--- src/rtl/led_front_pkg.sv ---
package led_front_pkg;
    localparam logic [7:0] OFF_CTRL    = 8'h00;
    localparam logic [7:0] OFF_BITTIME = 8'h04;
    localparam logic [7:0] OFF_LATCH   = 8'h08;
    localparam logic [7:0] OFF_PIXEL   = 8'h0C;
    localparam logic [7:0] OFF_REFILL  = 8'h10;
    localparam logic [7:0] OFF_IRQEN   = 8'h14;
    localparam logic [7:0] OFF_STATUS  = 8'h18;

    localparam int LEN_W   = 13;
    localparam int ORD_W   = 3;
    localparam int LATCH_W = 13;
    localparam int LEDN_W  = 10;
    localparam int TRIG_W  = 5;
    localparam int LVL_W   = 6;

    localparam logic [31:0] BITTIME_MASK = 32'h07FF_07FF;

    typedef struct packed {
        logic [LEN_W-1:0]   len;
        logic [ORD_W-1:0]   order;
        logic [31:0]        bit_time;
        logic [LATCH_W-1:0] latch_cyc;
        logic [LEDN_W-1:0]  led_cnt;
        logic               dma_en;
        logic [TRIG_W-1:0]  trig;
        logic               gie;
        logic               en_cpu;
        logic               en_done;
    } cfg_t;
endpackage

--- src/rtl/led_pix_fifo.sv ---
module led_pix_fifo #(
    parameter int DEPTH  = 32,
    parameter int DATA_W = 32,
    localparam int PTR_W = (DEPTH > 1) ? $clog2(DEPTH) : 1,
    localparam int CNT_W = $clog2(DEPTH + 1)
) (
    input  logic              clk,
    input  logic              rst_n,
    input  logic              flush,
    input  logic              push,
    input  logic [DATA_W-1:0] push_data,
    input  logic              pop,
    output logic [DATA_W-1:0] head,
    output logic [CNT_W-1:0]  count,
    output logic              empty,
    output logic              full
);
    typedef struct packed {
        logic [PTR_W-1:0] wp;
        logic [PTR_W-1:0] rp;
        logic [CNT_W-1:0] cnt;
    } fifo_st_t;

    fifo_st_t st_d, st_q;
    logic [DATA_W-1:0] mem [DEPTH];
    logic push_ok, pop_ok;

    function automatic logic [PTR_W-1:0] bump(input logic [PTR_W-1:0] p);
        return (p == PTR_W'(DEPTH - 1)) ? '0 : p + 1'b1;
    endfunction

    assign empty   = (st_q.cnt == '0);
    assign full    = (st_q.cnt == CNT_W'(DEPTH));
    assign push_ok = push && !full;
    assign pop_ok  = pop && !empty;
    assign head    = mem[st_q.rp];
    assign count   = st_q.cnt;

    always_comb begin
        st_d = st_q;
        if (flush) begin
            st_d = '0;
        end else begin
            if (push_ok) st_d.wp = bump(st_q.wp);
            if (pop_ok)  st_d.rp = bump(st_q.rp);
            case ({push_ok, pop_ok})
                2'b10:   st_d.cnt = st_q.cnt + 1'b1;
                2'b01:   st_d.cnt = st_q.cnt - 1'b1;
                default: st_d.cnt = st_q.cnt;
            endcase
        end
    end

    always_ff @(posedge clk) begin
        if (!rst_n) st_q <= '0;
        else        st_q <= st_d;
    end

    always_ff @(posedge clk) begin
        if (push_ok && !flush) mem[st_q.wp] <= push_data;
    end
endmodule

--- src/rtl/led_frame_ctl.sv ---
module led_frame_ctl #(
    parameter int LEN_W = 13
) (
    input  logic             clk,
    input  logic             rst_n,
    input  logic             start_req,
    input  logic [LEN_W-1:0] start_len,
    input  logic             fifo_empty,
    input  logic             pix_ready,
    output logic             active,
    output logic             pix_valid,
    output logic             frame_end
);
    typedef struct packed {
        logic             active;
        logic [LEN_W-1:0] remain;
    } frm_st_t;

    frm_st_t st_d, st_q;
    logic pop;

    assign active    = st_q.active;
    assign pix_valid = st_q.active && !fifo_empty;
    assign pop       = pix_valid && pix_ready;
    assign frame_end = pop && (st_q.remain == LEN_W'(1));

    always_comb begin
        st_d = st_q;
        if (!st_q.active) begin
            if (start_req && fifo_empty && (start_len != '0)) begin
                st_d.active = 1'b1;
                st_d.remain = start_len;
            end
        end else if (pop) begin
            st_d.remain = st_q.remain - 1'b1;
            if (st_q.remain == LEN_W'(1)) st_d.active = 1'b0;
        end
    end

    always_ff @(posedge clk) begin
        if (!rst_n) st_q <= '0;
        else        st_q <= st_d;
    end
endmodule

--- src/rtl/led_irq_unit.sv ---
module led_irq_unit (
    input  logic clk,
    input  logic rst_n,
    input  logic set_done,
    input  logic set_cpu,
    input  logic clr_wr,
    input  logic clr_done,
    input  logic clr_cpu,
    input  logic gie,
    input  logic en_done,
    input  logic en_cpu,
    output logic flag_done,
    output logic flag_cpu,
    output logic irq
);
    typedef struct packed {
        logic done;
        logic cpu;
    } flag_st_t;

    flag_st_t st_d, st_q;

    always_comb begin
        st_d = st_q;
        if (clr_wr && clr_done) st_d.done = 1'b0;
        if (clr_wr && clr_cpu)  st_d.cpu  = 1'b0;
        if (set_done) st_d.done = 1'b1;
        if (set_cpu)  st_d.cpu  = 1'b1;
    end

    always_ff @(posedge clk) begin
        if (!rst_n) st_q <= '0;
        else        st_q <= st_d;
    end

    assign flag_done = st_q.done;
    assign flag_cpu  = st_q.cpu;
    assign irq       = gie && ((en_done && st_q.done) || (en_cpu && st_q.cpu));
endmodule

--- src/rtl/led_string_front.sv ---
module led_string_front
    import led_front_pkg::*;
#(
    parameter int DEPTH  = 32,
    parameter int DATA_W = 32,
    parameter int ADDR_W = 8
) (
    input  logic               clk,
    input  logic               rst_n,
    input  logic               reg_wr,
    input  logic [ADDR_W-1:0]  reg_addr,
    input  logic [31:0]        reg_wdata,
    output logic [31:0]        reg_rdata,
    output logic               dma_req,
    input  logic               dma_ack,
    input  logic [DATA_W-1:0]  dma_data,
    output logic               pix_valid,
    input  logic               pix_ready,
    output logic [DATA_W-1:0]  pix_data,
    output logic [ORD_W-1:0]   ser_order,
    output logic [31:0]        ser_bit_timing,
    output logic [LATCH_W-1:0] ser_latch_cycles,
    output logic [LEDN_W-1:0]  ser_led_count,
    output logic               irq
);
    localparam int CNT_W = $clog2(DEPTH + 1);

    cfg_t cfg_d, cfg_q;
    logic wr_ctrl, wr_bit, wr_latch, wr_pix, wr_refill, wr_irqen, wr_status;
    logic frame_active, frame_end, start_req, flush;
    logic [CNT_W-1:0] fifo_cnt;
    logic fifo_empty, fifo_full;
    logic px_push, dma_push, push;
    logic [DATA_W-1:0] push_data;
    logic below_trig, cpu_set;
    logic flag_done, flag_cpu;

    function automatic logic hit(input logic [ADDR_W-1:0] a, input logic [7:0] off);
        return a == ADDR_W'(off);
    endfunction

    assign wr_ctrl   = reg_wr && hit(reg_addr, OFF_CTRL);
    assign wr_bit    = reg_wr && hit(reg_addr, OFF_BITTIME);
    assign wr_latch  = reg_wr && hit(reg_addr, OFF_LATCH);
    assign wr_pix    = reg_wr && hit(reg_addr, OFF_PIXEL);
    assign wr_refill = reg_wr && hit(reg_addr, OFF_REFILL);
    assign wr_irqen  = reg_wr && hit(reg_addr, OFF_IRQEN);
    assign wr_status = reg_wr && hit(reg_addr, OFF_STATUS);

    assign start_req = wr_ctrl && reg_wdata[0] && !frame_active;
    assign flush     = wr_ctrl && !reg_wdata[0] && !frame_active;

    always_comb begin
        cfg_d = cfg_q;
        if (wr_ctrl && !frame_active) begin
            cfg_d.len   = reg_wdata[28:16];
            cfg_d.order = reg_wdata[8:6];
        end
        if (wr_bit) cfg_d.bit_time = reg_wdata & BITTIME_MASK;
        if (wr_latch) begin
            cfg_d.latch_cyc = reg_wdata[28:16];
            cfg_d.led_cnt   = reg_wdata[9:0];
        end
        if (wr_refill) begin
            cfg_d.dma_en = reg_wdata[5];
            cfg_d.trig   = reg_wdata[4:0];
        end
        if (wr_irqen) begin
            cfg_d.gie     = reg_wdata[5];
            cfg_d.en_cpu  = reg_wdata[1];
            cfg_d.en_done = reg_wdata[0];
        end
    end

    always_ff @(posedge clk) begin
        if (!rst_n) cfg_q <= '0;
        else        cfg_q <= cfg_d;
    end

    assign below_trig = (fifo_cnt <= CNT_W'(cfg_q.trig));
    assign dma_req    = cfg_q.dma_en && frame_active && below_trig;
    assign cpu_set    = !cfg_q.dma_en && frame_active && below_trig;
    assign px_push    = wr_pix && frame_active;
    assign dma_push   = dma_ack && dma_req && !px_push;
    assign push       = px_push || dma_push;
    assign push_data  = px_push ? DATA_W'(reg_wdata) : dma_data;

    led_pix_fifo #(.DEPTH(DEPTH), .DATA_W(DATA_W)) u_fifo (
        .clk       (clk),
        .rst_n     (rst_n),
        .flush     (flush),
        .push      (push),
        .push_data (push_data),
        .pop       (pix_valid && pix_ready),
        .head      (pix_data),
        .count     (fifo_cnt),
        .empty     (fifo_empty),
        .full      (fifo_full)
    );

    led_frame_ctl #(.LEN_W(LEN_W)) u_frame (
        .clk        (clk),
        .rst_n      (rst_n),
        .start_req  (start_req),
        .start_len  (reg_wdata[28:16]),
        .fifo_empty (fifo_empty),
        .pix_ready  (pix_ready),
        .active     (frame_active),
        .pix_valid  (pix_valid),
        .frame_end  (frame_end)
    );

    led_irq_unit u_irq (
        .clk       (clk),
        .rst_n     (rst_n),
        .set_done  (frame_end),
        .set_cpu   (cpu_set),
        .clr_wr    (wr_status),
        .clr_done  (reg_wdata[0]),
        .clr_cpu   (reg_wdata[1]),
        .gie       (cfg_q.gie),
        .en_done   (cfg_q.en_done),
        .en_cpu    (cfg_q.en_cpu),
        .flag_done (flag_done),
        .flag_cpu  (flag_cpu),
        .irq       (irq)
    );

    always_comb begin
        reg_rdata = '0;
        if (hit(reg_addr, OFF_CTRL))
            reg_rdata = {3'b0, cfg_q.len, 7'b0, cfg_q.order, 5'b0, frame_active};
        else if (hit(reg_addr, OFF_BITTIME))
            reg_rdata = cfg_q.bit_time;
        else if (hit(reg_addr, OFF_LATCH))
            reg_rdata = {3'b0, cfg_q.latch_cyc, 6'b0, cfg_q.led_cnt};
        else if (hit(reg_addr, OFF_REFILL))
            reg_rdata = {26'b0, cfg_q.dma_en, cfg_q.trig};
        else if (hit(reg_addr, OFF_IRQEN))
            reg_rdata = {26'b0, cfg_q.gie, 3'b0, cfg_q.en_cpu, cfg_q.en_done};
        else if (hit(reg_addr, OFF_STATUS))
            reg_rdata = {16'b0, LVL_W'(fifo_cnt), 8'b0, flag_cpu, flag_done};
    end

    assign ser_order        = cfg_q.order;
    assign ser_bit_timing   = cfg_q.bit_time;
    assign ser_latch_cycles = cfg_q.latch_cyc;
    assign ser_led_count    = cfg_q.led_cnt;
endmodule

--- config.mk ---
export PLATFORM = sky130hd
export DESIGN_NAME = led_string_front
export DESIGN_NICKNAME = d
export VERILOG_FILES = /design/src/rtl/led_front_pkg.sv /design/src/rtl/led_pix_fifo.sv /design/src/rtl/led_frame_ctl.sv /design/src/rtl/led_irq_unit.sv /design/src/rtl/led_string_front.sv
export SDC_FILE = /design/constraint.sdc
export NUM_CORES = 1
export LEC_CHECK = 0
export ABC_AREA = 1
export ABC_CLOCK_PERIOD_IN_PS = 4500
export BUFFER_PORTS_ARGS = -buffer_cell sky130_fd_sc_hd__buf_2
export CAP_MARGIN = 10
export CORE_MARGIN = 2
export CORE_UTILIZATION = 38
export DETAILED_ROUTE_END_ITERATION = 16
export PLACE_DENSITY = 0.56
export SKIP_CTS_REPAIR_TIMING = 1
export SKIP_LAST_GASP = 1
export SLEW_MARGIN = 20
export SYNTH_ARGS = -nofsm -noshare
export SYNTH_HDL_FRONTEND = slang
export SYNTH_SLANG_ARGS = --single-unit
--- constraint.sdc ---
create_clock -name clk -period 4.5 [get_ports clk]
set_input_delay 0.9 -clock clk [delete_from_list [all_inputs] [get_ports clk]]
set_output_delay 0.9 -clock clk [all_outputs]
set_load 0.01 [all_outputs]
==> impl_results.md <==
- Fin nets: 3946
- Layout cells sized above 1: 0.142
- CTS tree: yes
- Initial antenna violation count: 5
- Minimum hold slack: 0.447 ns
- Initial Utilization: 0.383
- Top_reg_cell synth: edfxtp_1
- Hold Vio Cnt, Final: 0
- Crit path time final: ~4.2 ns
- Period utilization: 0.932
- Synthesized instance count: 3738
- #FFs+latches synth: 1131
- FMAX: 239 MHz
- Yosys cell types: 44
- Data arrival time of the critical path: 3.29 ns
- Root Driver: clkbuf_16
- Max Buffers Root-to-Sink: 3
- VDD IR max: 0.310 mV
- FF-to-FF setup slack: 0.98 ns
- CP top delay family: buffers and inverters
- Clk_skew: 0.0218 ns
- Critical path buffer and inverter count: 3
- Drt drc: 0
- Yosys warnings: 0
- Vias in the first global route: approximately 30000
- CP Max Fanout: 166
- Status: complete, no violations
- Hold Path Depth: 2
- Final HPWL DP: 75600 um
- FP Rows: 127
- Reg2Reg Depth: 11
- Power Dens Cells: 401 mW/mm2
- Worst path cell trace: inv_16 > buf_4 > o21ai_0 > o221ai_1 > nand3_1 > nand2_1 > nand2_1 > nand2_1 > buf_2
- CP startpoint kind: register
- Slew margin rel.: 0.410
- Gpl congestion: 0.822
- I/O pin count: 202
- Die width: approximately 350 um
- Hold EP: cfg_q[78]
- R2R Path End: u_fifo.mem[27][11]
- Worst-path clk slew: 0.06 ns
- Static leakage: 17.9 nW
- Vias per cell: roughly 5.6
- CP max-delay cell: dfxtp_4
- Reg2reg start: u_fifo.count[2]
- DR iter-0 viols: slightly below 3000
- DR pass1 iterations: 5
- CP Capture Type: output pin
- Max Cap Violations: 0
- Pins Over Slew Limit: 0
- Largest net degree at the start of global routing: 167
- Max H-tree Level: 3
- Power Total: 21.2 mW
- Commonest non-fill, non-tap cells in the layout: edfxtp_1 (1024), o21ai_0 (586), nor2_1 (565)
- Clock Latency Late Sink: 0.71 ns
- Clock Sinks: 1131
- IO buf count: 188
- Commonest non-fill, non-tap cell in the layout: edfxtp_1
- Sequential-to-total area share from yosys stat: 0.714
- Core ar.: 0.120 mm2
- Setup TNS: 0 ns
- Post-detailed-route wirelength per cell: 24.6 um
- Final wirelength: between 100000 and 150000 um
- Routed Antenna Nets: 0
- First-pass GRT wire length: 200000 um
- FILL cells: 11100
- Grt total ovfl: 0
- Area grow syn2layout: 14.5%
- Async SR Flop Fraction: 0
- GRT Total Usage: 0.214
- Total number of vias: 31200
- Post-synth EDFFs: a little over 1000
- Top cell by count, worst path: nand2_1
- Setup violators final: 0
- RSZ-0062 raised after global routing: no
- Die extent in y: 352 um
- CP max stage delay: between 0.4 and 0.5 ns
- Hold_sp: cfg_q[78]
- Die area: 0.124 mm2
- CTS Buf Count: 114
- Data required time of the worst path: roughly 3.6 ns
- Setup CP Type: reg2out
- Post-Syn Area: between 0.04 and 0.05 mm2
- Worst-Margin Slew: just under 0.9 ns
- Mean post-synth cell area: 12.3 um2
- Hold crit path type: reg2reg
- WP depth: 9
[cells in the mapped netlist, types with 2 or more instances]
master	n	area share
mux2_2	8	0.0020
a21oi_1	121	0.013
a22oi_1	2	0.00033
edfxtp_1	1024	0.67
nor2_4	3	0.00073
buf_2	82	0.0089
clkbuf_1	133	0.011
nor2_2	6	0.00082
xor2_1	6	0.0011
buf_4	82	0.013
inv_2	9	0.00073
nand3_1	176	0.019
a211oi_1	3	0.00049
nor3_1	14	0.0015
nor2_8	2	0.00087
inv_1	95	0.0077
ha_1	19	0.0052
o31ai_1	3	0.00049
o22ai_1	12	0.0016
a31oi_1	2	0.00027
nand4_1	10	0.0014
nand2_1	319	0.026
o221ai_1	244	0.046
nor2_1	597	0.049
buf_1	12	0.00098
o21ai_0	600	0.065
o21ai_4	2	0.00071
clkinv_1	3	0.00024
o21bai_1	2	0.00033
o21ai_1	22	0.0024
buf_6	6	0.0015
dfxtp_1	107	0.047
[power by group]
| part | total [mW] | internal, mW | switching (mW) | leakage [nW] |
|---|---|---|---|---|
| combinational | 0.303 | 0.0584 | 0.245 | 6.00 |
| clock | 9.42 | 5.37 | 4.04 | 1.79 |
| sequential | 11.4 | 11.4 | 0.00117 | 10.1 |
[layer usage]
| metal | GRT usage | share of wire |
|---|---|---|
| met5 | 0 | 0 |
| met4 | 0.0685 | 0.028 |
| met2 | 0.358 | 0.48 |
| met1 | 0.290 | 0.43 |
| met3 | 0.0265 | 0.062 |
[final cells by class]
cell class / count / area [um2] / share of cell area
multi-input cells: 2196 / 11500 / 0.218
repair buffers: 298 / 2190 / 0.0416
flip-flops and latches: 1131 / 32900 / 0.624
inverters: 108 / 435 / 0.00826
clock buffers: 148 / 3070 / 0.0581
diodes: 7 / 17.5 / 0.000332
clock inverters: 64 / 601 / 0.0114
well taps: 1612 / 2020 / 0.0382
[flip-flops by register name, summed over array words and instances (netlist names), named ones only]
name / cells
cfg_q: 22
ser_bit_timing: 22
ser_latch_cycles: 13
ser_led_count: 10
ser_order: 3
u_fifo.count: 6
u_fifo.mem: 1024
u_fifo.st_q: 10
u_frame.active: 1
u_frame.st_q: 13
u_irq.flag_cpu: 1
u_irq.flag_done: 1
[kinds of logic (layout without fill, tap and decap cells)]
| kind of cell | count (synthesis) | after routing | share of synthesized area |
|---|---|---|---|
| adders and majority gates | 20 | 20 | 0.00560 |
| and+or+nand+nor | 1133 | 1133 | 0.101 |
| buffers and inverters | 423 | 618 | 0.0444 |
| DFF | 1131 | 1131 | 0.714 |
| xor gates and xnor gates | 6 | 6 | 0.00114 |
| muxes | 8 | 8 | 0.00196 |
| AOI/OAI and AO/OA | 1016 | 1016 | 0.132 |
| other | 1 | 20 | 0.0000814 |
[stage by stage]
stage	std cells	util	setup WS (ns)	cell area, um2
after floorplan	3750	-	0.950	46100
after global placement	5345	0.408	0.661	49100
after detailed placement	5345	0.408	0.601	49100
after CTS	5557	0.439	0.328	52700
after global routing	5562	0.439	0.212	52700
final	5564	0.439	0.307	52700
[tightest hold or removal path, cell delays in order, from the launching register on]
cell and delay, ns:
dfxtp_1 0.30, inv_1 0.05, a21oi_1 0.05
[how the worst max path moves through the flow]
stage,end,from
after floorplan,u_fifo.mem[10][0],reg_addr[6]
after global placement,u_fifo.mem[27][19],reg_addr[5]
after detailed placement,u_fifo.mem[27][19],reg_addr[5]
after CTS,pix_data[15],register
after global routing,pix_data[29],register
final,pix_data[15],register
Note: power is estimated with default switching activity, not from simulation.
